--- src/rtl/dfs_seq_pkg.sv ---
package dfs_seq_pkg;

    localparam int REG_W     = 32;
    localparam int TREFI_W   = 12;
    localparam int TREFI_LSB = 16;

    localparam logic [REG_W-1:0] ZQ_EN_MASK    = 32'h0000_3800;
    localparam logic [REG_W-1:0] TREFI_MASK    = 32'h0FFF_0000;
    localparam logic [REG_W-1:0] GATE_EXT_MASK = 32'h0000_00C0;
    localparam logic [REG_W-1:0] GATE_EXT_ONE  = 32'h0000_0040;

    localparam logic [REG_W-1:0] PHY_INIT_BYP = 32'h4002_0061;
    localparam logic [REG_W-1:0] PHY_INIT_PLL = 32'h4000_0071;
    localparam logic [REG_W-1:0] TRN_D3_BYP   = 32'h4002_0C01;
    localparam logic [REG_W-1:0] TRN_D3_PLL   = 32'h4000_0C01;
    localparam logic [REG_W-1:0] TRN_GEN_BYP  = 32'h4002_0401;
    localparam logic [REG_W-1:0] TRN_GEN_PLL  = 32'h4000_0401;
    localparam logic [REG_W-1:0] ODT_MAP_LOW  = 32'h0000_0000;
    localparam logic [REG_W-1:0] ODT_MAP_HIGH = 32'h0000_2211;

    localparam int MHZ_BAND_LO  = 300;
    localparam int MHZ_BAND_HI  = 672;
    localparam int MHZ_PHY_PLL  = 800;
    localparam int MHZ_ODT_ON   = 400;

    localparam logic [2:0] TYPE_DDR3 = 3'd3;
    localparam logic [2:0] TYPE_LP2  = 3'd6;
    localparam logic [2:0] TYPE_LP3  = 3'd7;

    localparam logic [2:0] OPM_NORMAL = 3'd1;
    localparam logic [2:0] OPM_SELFRF = 3'd3;

    typedef enum logic [2:0] {
        SEL_ZQ   = 3'd0,
        SEL_RFSH = 3'd1,
        SEL_PHY  = 3'd2,
        SEL_GATE = 3'd3,
        SEL_ODT  = 3'd4
    } wr_sel_e;

    typedef enum logic [3:0] {
        ST_IDLE,
        ST_BLK_WAIT,
        ST_RF_OFF,
        ST_SR_ON,
        ST_SR_POLL,
        ST_CLK_POLL,
        ST_PHY_POLL,
        ST_EXIT_WAIT,
        ST_NORM_POLL,
        ST_TRAIN,
        ST_TRAIN_POLL,
        ST_GX_SET,
        ST_RF_ON,
        ST_FINISH,
        ST_ERR
    } seq_state_e;

endpackage

--- src/rtl/dfs_word_calc.sv ---
module dfs_word_calc
    import dfs_seq_pkg::*;
#(
    parameter int FREQ_W = 12
) (
    input  logic [FREQ_W-1:0]  tgt_i,
    input  logic [2:0]         type_i,
    input  logic [TREFI_W-1:0] nom_i,
    input  logic [REG_W-1:0]   rf_base_i,
    input  logic [REG_W-1:0]   gate_base_i,
    input  logic [REG_W-1:0]   zq_base_i,
    output logic [REG_W-1:0]   zq_off_word_o,
    output logic [REG_W-1:0]   rf_word_o,
    output logic [REG_W-1:0]   init_word_o,
    output logic [REG_W-1:0]   train_word_o,
    output logic               odt_en_o,
    output logic [REG_W-1:0]   odt_word_o,
    output logic               gx_en_o,
    output logic [REG_W-1:0]   gate_clr_word_o,
    output logic [REG_W-1:0]   gate_ext_word_o
);

    localparam logic [FREQ_W-1:0] F_LO  = FREQ_W'(MHZ_BAND_LO);
    localparam logic [FREQ_W-1:0] F_HI  = FREQ_W'(MHZ_BAND_HI);
    localparam logic [FREQ_W-1:0] F_PLL = FREQ_W'(MHZ_PHY_PLL);
    localparam logic [FREQ_W-1:0] F_ODT = FREQ_W'(MHZ_ODT_ON);

    logic [TREFI_W-1:0] trefi_scaled;
    logic               phy_bypass;
    logic               is_ddr3;

    always_comb begin
        if (tgt_i < F_LO) begin
            trefi_scaled = nom_i >> 2;
        end else if (tgt_i < F_HI) begin
            trefi_scaled = nom_i >> 1;
        end else begin
            trefi_scaled = nom_i;
        end
    end

    assign phy_bypass = (tgt_i <= F_PLL);
    assign is_ddr3    = (type_i == TYPE_DDR3);

    assign zq_off_word_o   = zq_base_i & ~ZQ_EN_MASK;
    assign rf_word_o       = (rf_base_i & ~TREFI_MASK)
                           | ({{(REG_W-TREFI_W){1'b0}}, trefi_scaled} << TREFI_LSB);
    assign init_word_o     = phy_bypass ? PHY_INIT_BYP : PHY_INIT_PLL;
    assign train_word_o    = is_ddr3 ? (phy_bypass ? TRN_D3_BYP  : TRN_D3_PLL)
                                     : (phy_bypass ? TRN_GEN_BYP : TRN_GEN_PLL);
    assign odt_en_o        = is_ddr3;
    assign odt_word_o      = (tgt_i < F_ODT) ? ODT_MAP_LOW : ODT_MAP_HIGH;
    assign gx_en_o         = (type_i == TYPE_LP2) || (type_i == TYPE_LP3);
    assign gate_clr_word_o = gate_base_i & ~GATE_EXT_MASK;
    assign gate_ext_word_o = (gate_base_i & ~GATE_EXT_MASK) | GATE_EXT_ONE;

endmodule

--- src/rtl/dfs_poll_timer.sv ---
module dfs_poll_timer #(
    parameter int TMO_W = 16
) (
    input  logic             clk,
    input  logic             rst_n,
    input  logic             clear_i,
    input  logic             run_i,
    input  logic [TMO_W-1:0] limit_i,
    output logic             expired_o
);

    localparam logic [TMO_W-1:0] CNT_MAX = {TMO_W{1'b1}};

    logic [TMO_W-1:0] cnt_d, cnt_q;

    always_comb begin
        cnt_d = cnt_q;
        if (clear_i) begin
            cnt_d = '0;
        end else if (run_i && (cnt_q != CNT_MAX)) begin
            cnt_d = cnt_q + 1'b1;
        end
    end

    always_ff @(posedge clk or negedge rst_n) begin
        if (!rst_n) begin
            cnt_q <= '0;
        end else begin
            cnt_q <= cnt_d;
        end
    end

    assign expired_o = run_i && (cnt_q == limit_i);

    // the wait counter saturates and never wraps back to zero by itself
    a_r11_timer_no_wrap: assert property (@(posedge clk) disable iff (!rst_n)
        (cnt_q == CNT_MAX && !clear_i) |=> (cnt_q == CNT_MAX));

endmodule

--- src/rtl/dfs_freq_seq.sv ---
module dfs_freq_seq
    import dfs_seq_pkg::*;
#(
    parameter int FREQ_W  = 12,
    parameter int TMO_W   = 16,
    parameter int CLK_MHZ = 100,
    parameter int PRE_US  = 20,
    parameter int EXIT_US = 200
) (
    input  logic              clk,
    input  logic              rst_n,
    input  logic              req_i,
    input  logic [FREQ_W-1:0] target_mhz_i,
    input  logic [2:0]        dram_type_i,
    input  logic [11:0]       trefi_nom_i,
    input  logic [31:0]       zq_cur_i,
    input  logic [31:0]       rfsh_cur_i,
    input  logic [31:0]       gate_cur_i,
    input  logic [TMO_W-1:0]  tmo_limit_i,
    input  logic [2:0]        opmode_i,
    input  logic              clk_ack_i,
    input  logic              phy_done_i,
    output logic              busy_o,
    output logic              done_o,
    output logic              err_o,
    output logic              master_block_o,
    output logic              refresh_off_o,
    output logic              sr_req_o,
    output logic              clk_req_o,
    output logic [FREQ_W-1:0] clk_tgt_o,
    output logic              wr_valid_o,
    output logic [2:0]        wr_sel_o,
    output logic [31:0]       wr_data_o
);

    localparam int PRE_CYC  = PRE_US * CLK_MHZ;
    localparam int EXIT_CYC = EXIT_US * CLK_MHZ;
    localparam int MAX_CYC  = (PRE_CYC > EXIT_CYC) ? PRE_CYC : EXIT_CYC;
    localparam int CNT_W    = $clog2(MAX_CYC + 1);

    typedef struct packed {
        seq_state_e          state;
        logic [CNT_W-1:0]    cnt;
        logic [FREQ_W-1:0]   tgt;
        logic [2:0]          typ;
        logic [TREFI_W-1:0]  nom;
        logic [REG_W-1:0]    zq;
        logic [REG_W-1:0]    rf;
        logic [REG_W-1:0]    gate;
        logic                busy;
        logic                done;
        logic                err;
        logic                mblk;
        logic                rfoff;
        logic                sr;
        logic                clkr;
        logic                wv;
        wr_sel_e             wsel;
        logic [REG_W-1:0]    wdata;
    } seq_t;

    seq_t s_d, s_q;

    logic [REG_W-1:0] zq_off_word, rf_word, init_word, train_word;
    logic [REG_W-1:0] odt_word, gate_clr_word, gate_ext_word;
    logic             odt_en, gx_en;
    logic             poll_run, poll_clear, poll_expired;

    dfs_word_calc #(
        .FREQ_W (FREQ_W)
    ) u_word_calc (
        .tgt_i           (s_q.tgt),
        .type_i          (s_q.typ),
        .nom_i           (s_q.nom),
        .rf_base_i       (s_q.rf),
        .gate_base_i     (s_q.gate),
        .zq_base_i       (s_q.zq),
        .zq_off_word_o   (zq_off_word),
        .rf_word_o       (rf_word),
        .init_word_o     (init_word),
        .train_word_o    (train_word),
        .odt_en_o        (odt_en),
        .odt_word_o      (odt_word),
        .gx_en_o         (gx_en),
        .gate_clr_word_o (gate_clr_word),
        .gate_ext_word_o (gate_ext_word)
    );

    assign poll_run = (s_q.state == ST_SR_POLL)   || (s_q.state == ST_CLK_POLL)  ||
                      (s_q.state == ST_PHY_POLL)  || (s_q.state == ST_NORM_POLL) ||
                      (s_q.state == ST_TRAIN_POLL);
    assign poll_clear = (s_d.state != s_q.state);

    dfs_poll_timer #(
        .TMO_W (TMO_W)
    ) u_poll_timer (
        .clk       (clk),
        .rst_n     (rst_n),
        .clear_i   (poll_clear),
        .run_i     (poll_run),
        .limit_i   (tmo_limit_i),
        .expired_o (poll_expired)
    );

    always_comb begin
        s_d      = s_q;
        s_d.wv   = 1'b0;
        s_d.done = 1'b0;
        unique case (s_q.state)
            ST_IDLE, ST_ERR: begin
                if (req_i) begin
                    s_d.state = ST_BLK_WAIT;
                    s_d.cnt   = CNT_W'(PRE_CYC - 1);
                    s_d.tgt   = target_mhz_i;
                    s_d.typ   = dram_type_i;
                    s_d.nom   = trefi_nom_i;
                    s_d.zq    = zq_cur_i;
                    s_d.rf    = rfsh_cur_i;
                    s_d.gate  = gate_cur_i;
                    s_d.busy  = 1'b1;
                    s_d.err   = 1'b0;
                    s_d.mblk  = 1'b1;
                end
            end
            ST_BLK_WAIT: begin
                if (s_q.cnt == '0) begin
                    s_d.state = ST_RF_OFF;
                    s_d.wv    = 1'b1;
                    s_d.wsel  = SEL_ZQ;
                    s_d.wdata = zq_off_word;
                end else begin
                    s_d.cnt = s_q.cnt - 1'b1;
                end
            end
            ST_RF_OFF: begin
                s_d.state = ST_SR_ON;
                s_d.rfoff = 1'b1;
                s_d.wv    = 1'b1;
                s_d.wsel  = SEL_RFSH;
                s_d.wdata = rf_word;
            end
            ST_SR_ON: begin
                s_d.state = ST_SR_POLL;
                s_d.sr    = 1'b1;
            end
            ST_SR_POLL: begin
                if (opmode_i == OPM_SELFRF) begin
                    s_d.state = ST_CLK_POLL;
                    s_d.clkr  = 1'b1;
                end else if (poll_expired) begin
                    s_d.state = ST_ERR;
                end
            end
            ST_CLK_POLL: begin
                if (clk_ack_i) begin
                    s_d.state = ST_PHY_POLL;
                    s_d.clkr  = 1'b0;
                    s_d.wv    = 1'b1;
                    s_d.wsel  = SEL_PHY;
                    s_d.wdata = init_word;
                end else if (poll_expired) begin
                    s_d.state = ST_ERR;
                end
            end
            ST_PHY_POLL: begin
                if (phy_done_i) begin
                    s_d.state = ST_EXIT_WAIT;
                    s_d.sr    = 1'b0;
                    s_d.cnt   = CNT_W'(EXIT_CYC - 1);
                end else if (poll_expired) begin
                    s_d.state = ST_ERR;
                end
            end
            ST_EXIT_WAIT: begin
                if (s_q.cnt == '0) begin
                    s_d.state = ST_NORM_POLL;
                end else begin
                    s_d.cnt = s_q.cnt - 1'b1;
                end
            end
            ST_NORM_POLL: begin
                if (opmode_i == OPM_NORMAL) begin
                    s_d.state = ST_TRAIN;
                    s_d.wv    = 1'b1;
                    s_d.wsel  = SEL_GATE;
                    s_d.wdata = gate_clr_word;
                end else if (poll_expired) begin
                    s_d.state = ST_ERR;
                end
            end
            ST_TRAIN: begin
                s_d.state = ST_TRAIN_POLL;
                s_d.wv    = 1'b1;
                s_d.wsel  = SEL_PHY;
                s_d.wdata = train_word;
            end
            ST_TRAIN_POLL: begin
                if (phy_done_i) begin
                    s_d.state = ST_GX_SET;
                    if (odt_en) begin
                        s_d.wv    = 1'b1;
                        s_d.wsel  = SEL_ODT;
                        s_d.wdata = odt_word;
                    end
                end else if (poll_expired) begin
                    s_d.state = ST_ERR;
                end
            end
            ST_GX_SET: begin
                s_d.state = ST_RF_ON;
                if (gx_en) begin
                    s_d.wv    = 1'b1;
                    s_d.wsel  = SEL_GATE;
                    s_d.wdata = gate_ext_word;
                end
            end
            ST_RF_ON: begin
                s_d.state = ST_FINISH;
                s_d.rfoff = 1'b0;
                s_d.wv    = 1'b1;
                s_d.wsel  = SEL_ZQ;
                s_d.wdata = s_q.zq;
            end
            ST_FINISH: begin
                s_d.state = ST_IDLE;
                s_d.mblk  = 1'b0;
                s_d.busy  = 1'b0;
                s_d.done  = 1'b1;
            end
            default: begin
                s_d.state = ST_IDLE;
            end
        endcase
        if (s_d.state == ST_ERR && s_q.state != ST_ERR) begin
            s_d.err  = 1'b1;
            s_d.busy = 1'b0;
        end
    end

    always_ff @(posedge clk or negedge rst_n) begin
        if (!rst_n) begin
            s_q       <= '0;
            s_q.state <= ST_IDLE;
            s_q.wsel  <= SEL_ZQ;
        end else begin
            s_q <= s_d;
        end
    end

    assign busy_o         = s_q.busy;
    assign done_o         = s_q.done;
    assign err_o          = s_q.err;
    assign master_block_o = s_q.mblk;
    assign refresh_off_o  = s_q.rfoff;
    assign sr_req_o       = s_q.sr;
    assign clk_req_o      = s_q.clkr;
    assign clk_tgt_o      = s_q.tgt;
    assign wr_valid_o     = s_q.wv;
    assign wr_sel_o       = s_q.wsel;
    assign wr_data_o      = s_q.wdata;

    // masters stay blocked for the whole active sequence
    a_r1_busy_blocks: assert property (@(posedge clk) disable iff (!rst_n)
        busy_o |-> master_block_o);

    // refresh is off whenever self-refresh is requested
    a_r3_rf_off_in_sr: assert property (@(posedge clk) disable iff (!rst_n)
        sr_req_o |-> refresh_off_o);

    // the clock switch is only requested with self-refresh held
    a_r4_clk_in_sr: assert property (@(posedge clk) disable iff (!rst_n)
        clk_req_o |-> sr_req_o);

    // PHY init command is one of the two legal words
    a_r5_init_word: assert property (@(posedge clk) disable iff (!rst_n)
        (wr_valid_o && wr_sel_o == 3'd2 && s_q.state == ST_PHY_POLL) |->
        (wr_data_o == PHY_INIT_BYP || wr_data_o == PHY_INIT_PLL));

    // gate extend is cleared in the write that precedes training
    a_r7_gate_cleared: assert property (@(posedge clk) disable iff (!rst_n)
        (wr_valid_o && wr_sel_o == 3'd3 && s_q.state == ST_TRAIN) |->
        (wr_data_o[7:6] == 2'b00));

    // done is a single cycle and coincides with busy falling
    a_r10_done_single: assert property (@(posedge clk) disable iff (!rst_n)
        done_o |=> !done_o);
    a_r10_done_ends_busy: assert property (@(posedge clk) disable iff (!rst_n)
        done_o |-> (!busy_o && $past(busy_o)));

    // an error leaves the sequencer not busy
    a_r11_err_not_busy: assert property (@(posedge clk) disable iff (!rst_n)
        err_o |-> !busy_o);

endmodule

--- config.mk ---
export PLATFORM = sky130hd
export DESIGN_NAME = dfs_freq_seq
export DESIGN_NICKNAME = d
export VERILOG_FILES = /design/src/rtl/dfs_seq_pkg.sv /design/src/rtl/dfs_word_calc.sv /design/src/rtl/dfs_poll_timer.sv /design/src/rtl/dfs_freq_seq.sv
export SDC_FILE = /design/constraint.sdc
export NUM_CORES = 1
export LEC_CHECK = 0
export ABC_CLOCK_PERIOD_IN_PS = 4400
export BUFFER_PORTS_ARGS = -buffer_cell sky130_fd_sc_hd__buf_2
export CAP_MARGIN = 15
export CORE_ASPECT_RATIO = 1.1
export CORE_MARGIN = 2
export CORE_UTILIZATION = 58
export CTS_CLUSTER_DIAMETER = 150
export DETAILED_ROUTE_END_ITERATION = 10
export PLACE_DENSITY = 0.81
export SYNTH_ARGS = -nofsm -noshare
export SYNTH_HDL_FRONTEND = slang
export SYNTH_HIERARCHICAL = 1
export SYNTH_SLANG_ARGS = --single-unit
--- constraint.sdc ---
create_clock -name clk -period 4.4 [get_ports clk]
set_clock_uncertainty 0.1 [all_clocks]
set_input_delay 0.44 -clock clk [delete_from_list [all_inputs] [get_ports clk]]
set_output_delay 0.44 -clock clk [all_outputs]
set_load 0.03 [all_outputs]
==> reports/metrics.yaml <==
floorplanning:
  ioPinCount: 202
  core_um2: 20000
  die_h_um: 154.3
  rows: 54
  dieWidth_um: 140.6
  floorplan.die_area_um2: 21700
  start_util: 0.5956
global_route:
  grtUsageMet2: 0.4246
  grtUsageMet1: 0.3170
  grt_max_degree: 90
  grt-ovfl-total: 0
  gr-usage-met3: 0.05108
  grt_pass1_vias: 8478
  track_usage: 0.2498
  grt_pass1_wl_um: 43410
  gr-max-usage-layer: "met2"
  antenna_found_initial: 2
setup_path:
  critPathCaptureType: "register"
  crit_slowest_cell: "dfrtp_1"
  path_buf_inv: 2
  reg2reg_to: "u_poll_timer/cnt_q[0]"
  critPathMaxStageDelay_ns: 0.81
  path_max_fanout: 24
  reg2reg_from: "s_q[183]"
  path_class: "reg2reg"
  crit_path_end: "u_poll_timer/cnt_q[0]"
  cp-start-kind: "register"
  path_depth: 13
  r2r_setup_slack_ns: 1.03
  path_cells: "nand2b_1 -> o22ai_1 -> nand2_1 -> nor4_1 -> buf_4 -> nand2_1 -> o21ai_0 -> a31oi_1 -> o32a_1 -> o211ai_1 -> buf_4 -> nor2b_1 -> mux2_2"
  worstPathArrival_ns: 3.59
  path_delay_family: "compound AO/OA/AOI/OAI gates"
  startpoint: "s_q[183]"
  required_ns: 4.62
  reg2reg_depth: 13
clock_network:
  clkLatencyLatePin_ns: 0.44
  tritoncts: "done"
  cts.path.max_buffers: 2
  cts.sinks: 187
  cts_max_level: 4
  cts_inserted_buffers: 17
  ctsRootBufferMaster: "clkbuf_16"
  path_clk_slew_ns: 0.07
  cts_resized: 0
sta:
  setup_violations: 0
  hold_ws_ns: 0.1236
  rsz0062_at_grt: "no"
  finalCritPeriodShare: 0.7659
  max_slew_margin: 0.3425
  drv_slew: 0
  tightestPinTransition_ns: 0.9862
  fin_setup_tns_ns: 0
  period_minus_slack_ns: 3.370
  finalHoldViolCount: 0
  max_clock_freq_mhz: 296.7
  setup_ws_ns: 1.030
power:
  combPwrFrac: 0.398
  irDropWorstVdd_mv: 0.4545
  seq_power_share: 0.390
  p_leak_nw: 5.467
  switching_share: 0.3913
  clkPwrFrac: 0.212
  power.internal_mw: 4.770
  switchingPower_mw: 3.066
  power.density_nw_per_um2: 648.7
flow_run:
  maxCapViolCount: 0
placement:
  pre_cts_ws_ns: 1.119
  io_buffers: 187
  gp_congestion: 0.8987
  dp_hpwl_um: 17680
layout:
  drive_gt1_frac: 0.3250
  area_growth_syn_to_layout_pct: 1.408
  fin_nets: 1294
  final_util: 0.6040
  num-fill-cells: 1643
yosys:
  synth_cells: 1150
  syn-mean-instance-area_um2: 10.36
  synth_area_um2: 11910
  yosysWarnings: 6
drt:
  via_per_inst: 5.873
  postRouteAntennaNets: 0
  first_pass_iters: 9
  routed_wl_um: 26830
  remaining_drc_errors: 0
  route.detailed.wl_per_inst_um: 19.03
  drt-initial-drc-count: 713
  vias: 8281
min_path:
  min_path_cells: 2
  hp-class: "in2reg"
run_status:
  status: "complete, no violations"
final cells by class:
class                   instances  area, um2  share of cell area
diodes                          1      2.502           0.0002072
clock buffers                  19      452.9             0.03750
clock inverters                13      181.4             0.01502
inverters                      50      187.7             0.01554
multi-input cells             684       5185              0.4293
flip-flops and latches        187       4679              0.3874
well taps                     252      315.3             0.02610
repair buffers                204       1075             0.08898
registers in the layout (all words and copies together) (netlist names), 3 cells and up:
signal              count
wr_data_o              32
u_poll_timer/cnt_q     16
clk_tgt_o              12
wr_sel_o                3
s_q                   116
layout by cell type (no fill, tap or decap), types with 9 or more instances in the layout:
master	instances
a21oi_1	21
nand3_1	13
a222oi_1	32
a22oi_1	66
nor2_1	33
conb_1	95
buf_2	186
nor3_1	12
dfrtp_1	187
nand2_1	26
nor2b_1	15
a221o_1	12
and2_1	17
o21ai_0	9
xnor2_1	15
mux2_2	124
mux2_1	22
inv_1	50
buf_4	16
clkbuf_16	17
o2111ai_1	32
power groups by stage:
stage          logic (mW)  clock network [mW]  registers (mW)
5_1_grt              3.38                1.75            3.16
4_1_cts              3.12                1.68            3.05
3_5_place_dp         3.10                   0            3.07
6_report             3.12                1.66            3.06
3_3_place_gp         3.01                   0            3.03
2_1_floorplan        3.47                   0            2.87
what timing repair did:
action,in CTS,in global routing
hold endpoints to repair,9,0
setup buffers,0,0
setup endpoints to repair,0,0
hold buffers,1,0
worst min path at each step:
stage	startpoint	to	slack, ns
floorplan	rst_n	busy_o	0.04
CTS	gate_cur_i[16]	s_q[59]	0.12
finish	gate_cur_i[16]	s_q[59]	0.12
global placement	wr_data_o[13]	wr_data_o[13]	0.37
global route	gate_cur_i[12]	s_q[55]	0.12
detailed placement	wr_data_o[25]	wr_data_o[25]	0.37
layer usage:
layer	vias up	part of all wire
li1	3855	-
met1	4115	0.43
met2	268	0.50
met3	41	0.052
met4	2	0.018
met5	-	0.00048
per-stage QoR:
stage,total power [mW],std cells,instance area (um2)
global placement,6.038,1376,11430
finish,7.836,1410,12080
floorplan,6.333,1243,12260
global route,8.282,1409,12080
detailed placement,6.175,1376,11430
CTS,7.850,1409,12080
No activity file was read; power rests on OpenSTA's default activity.
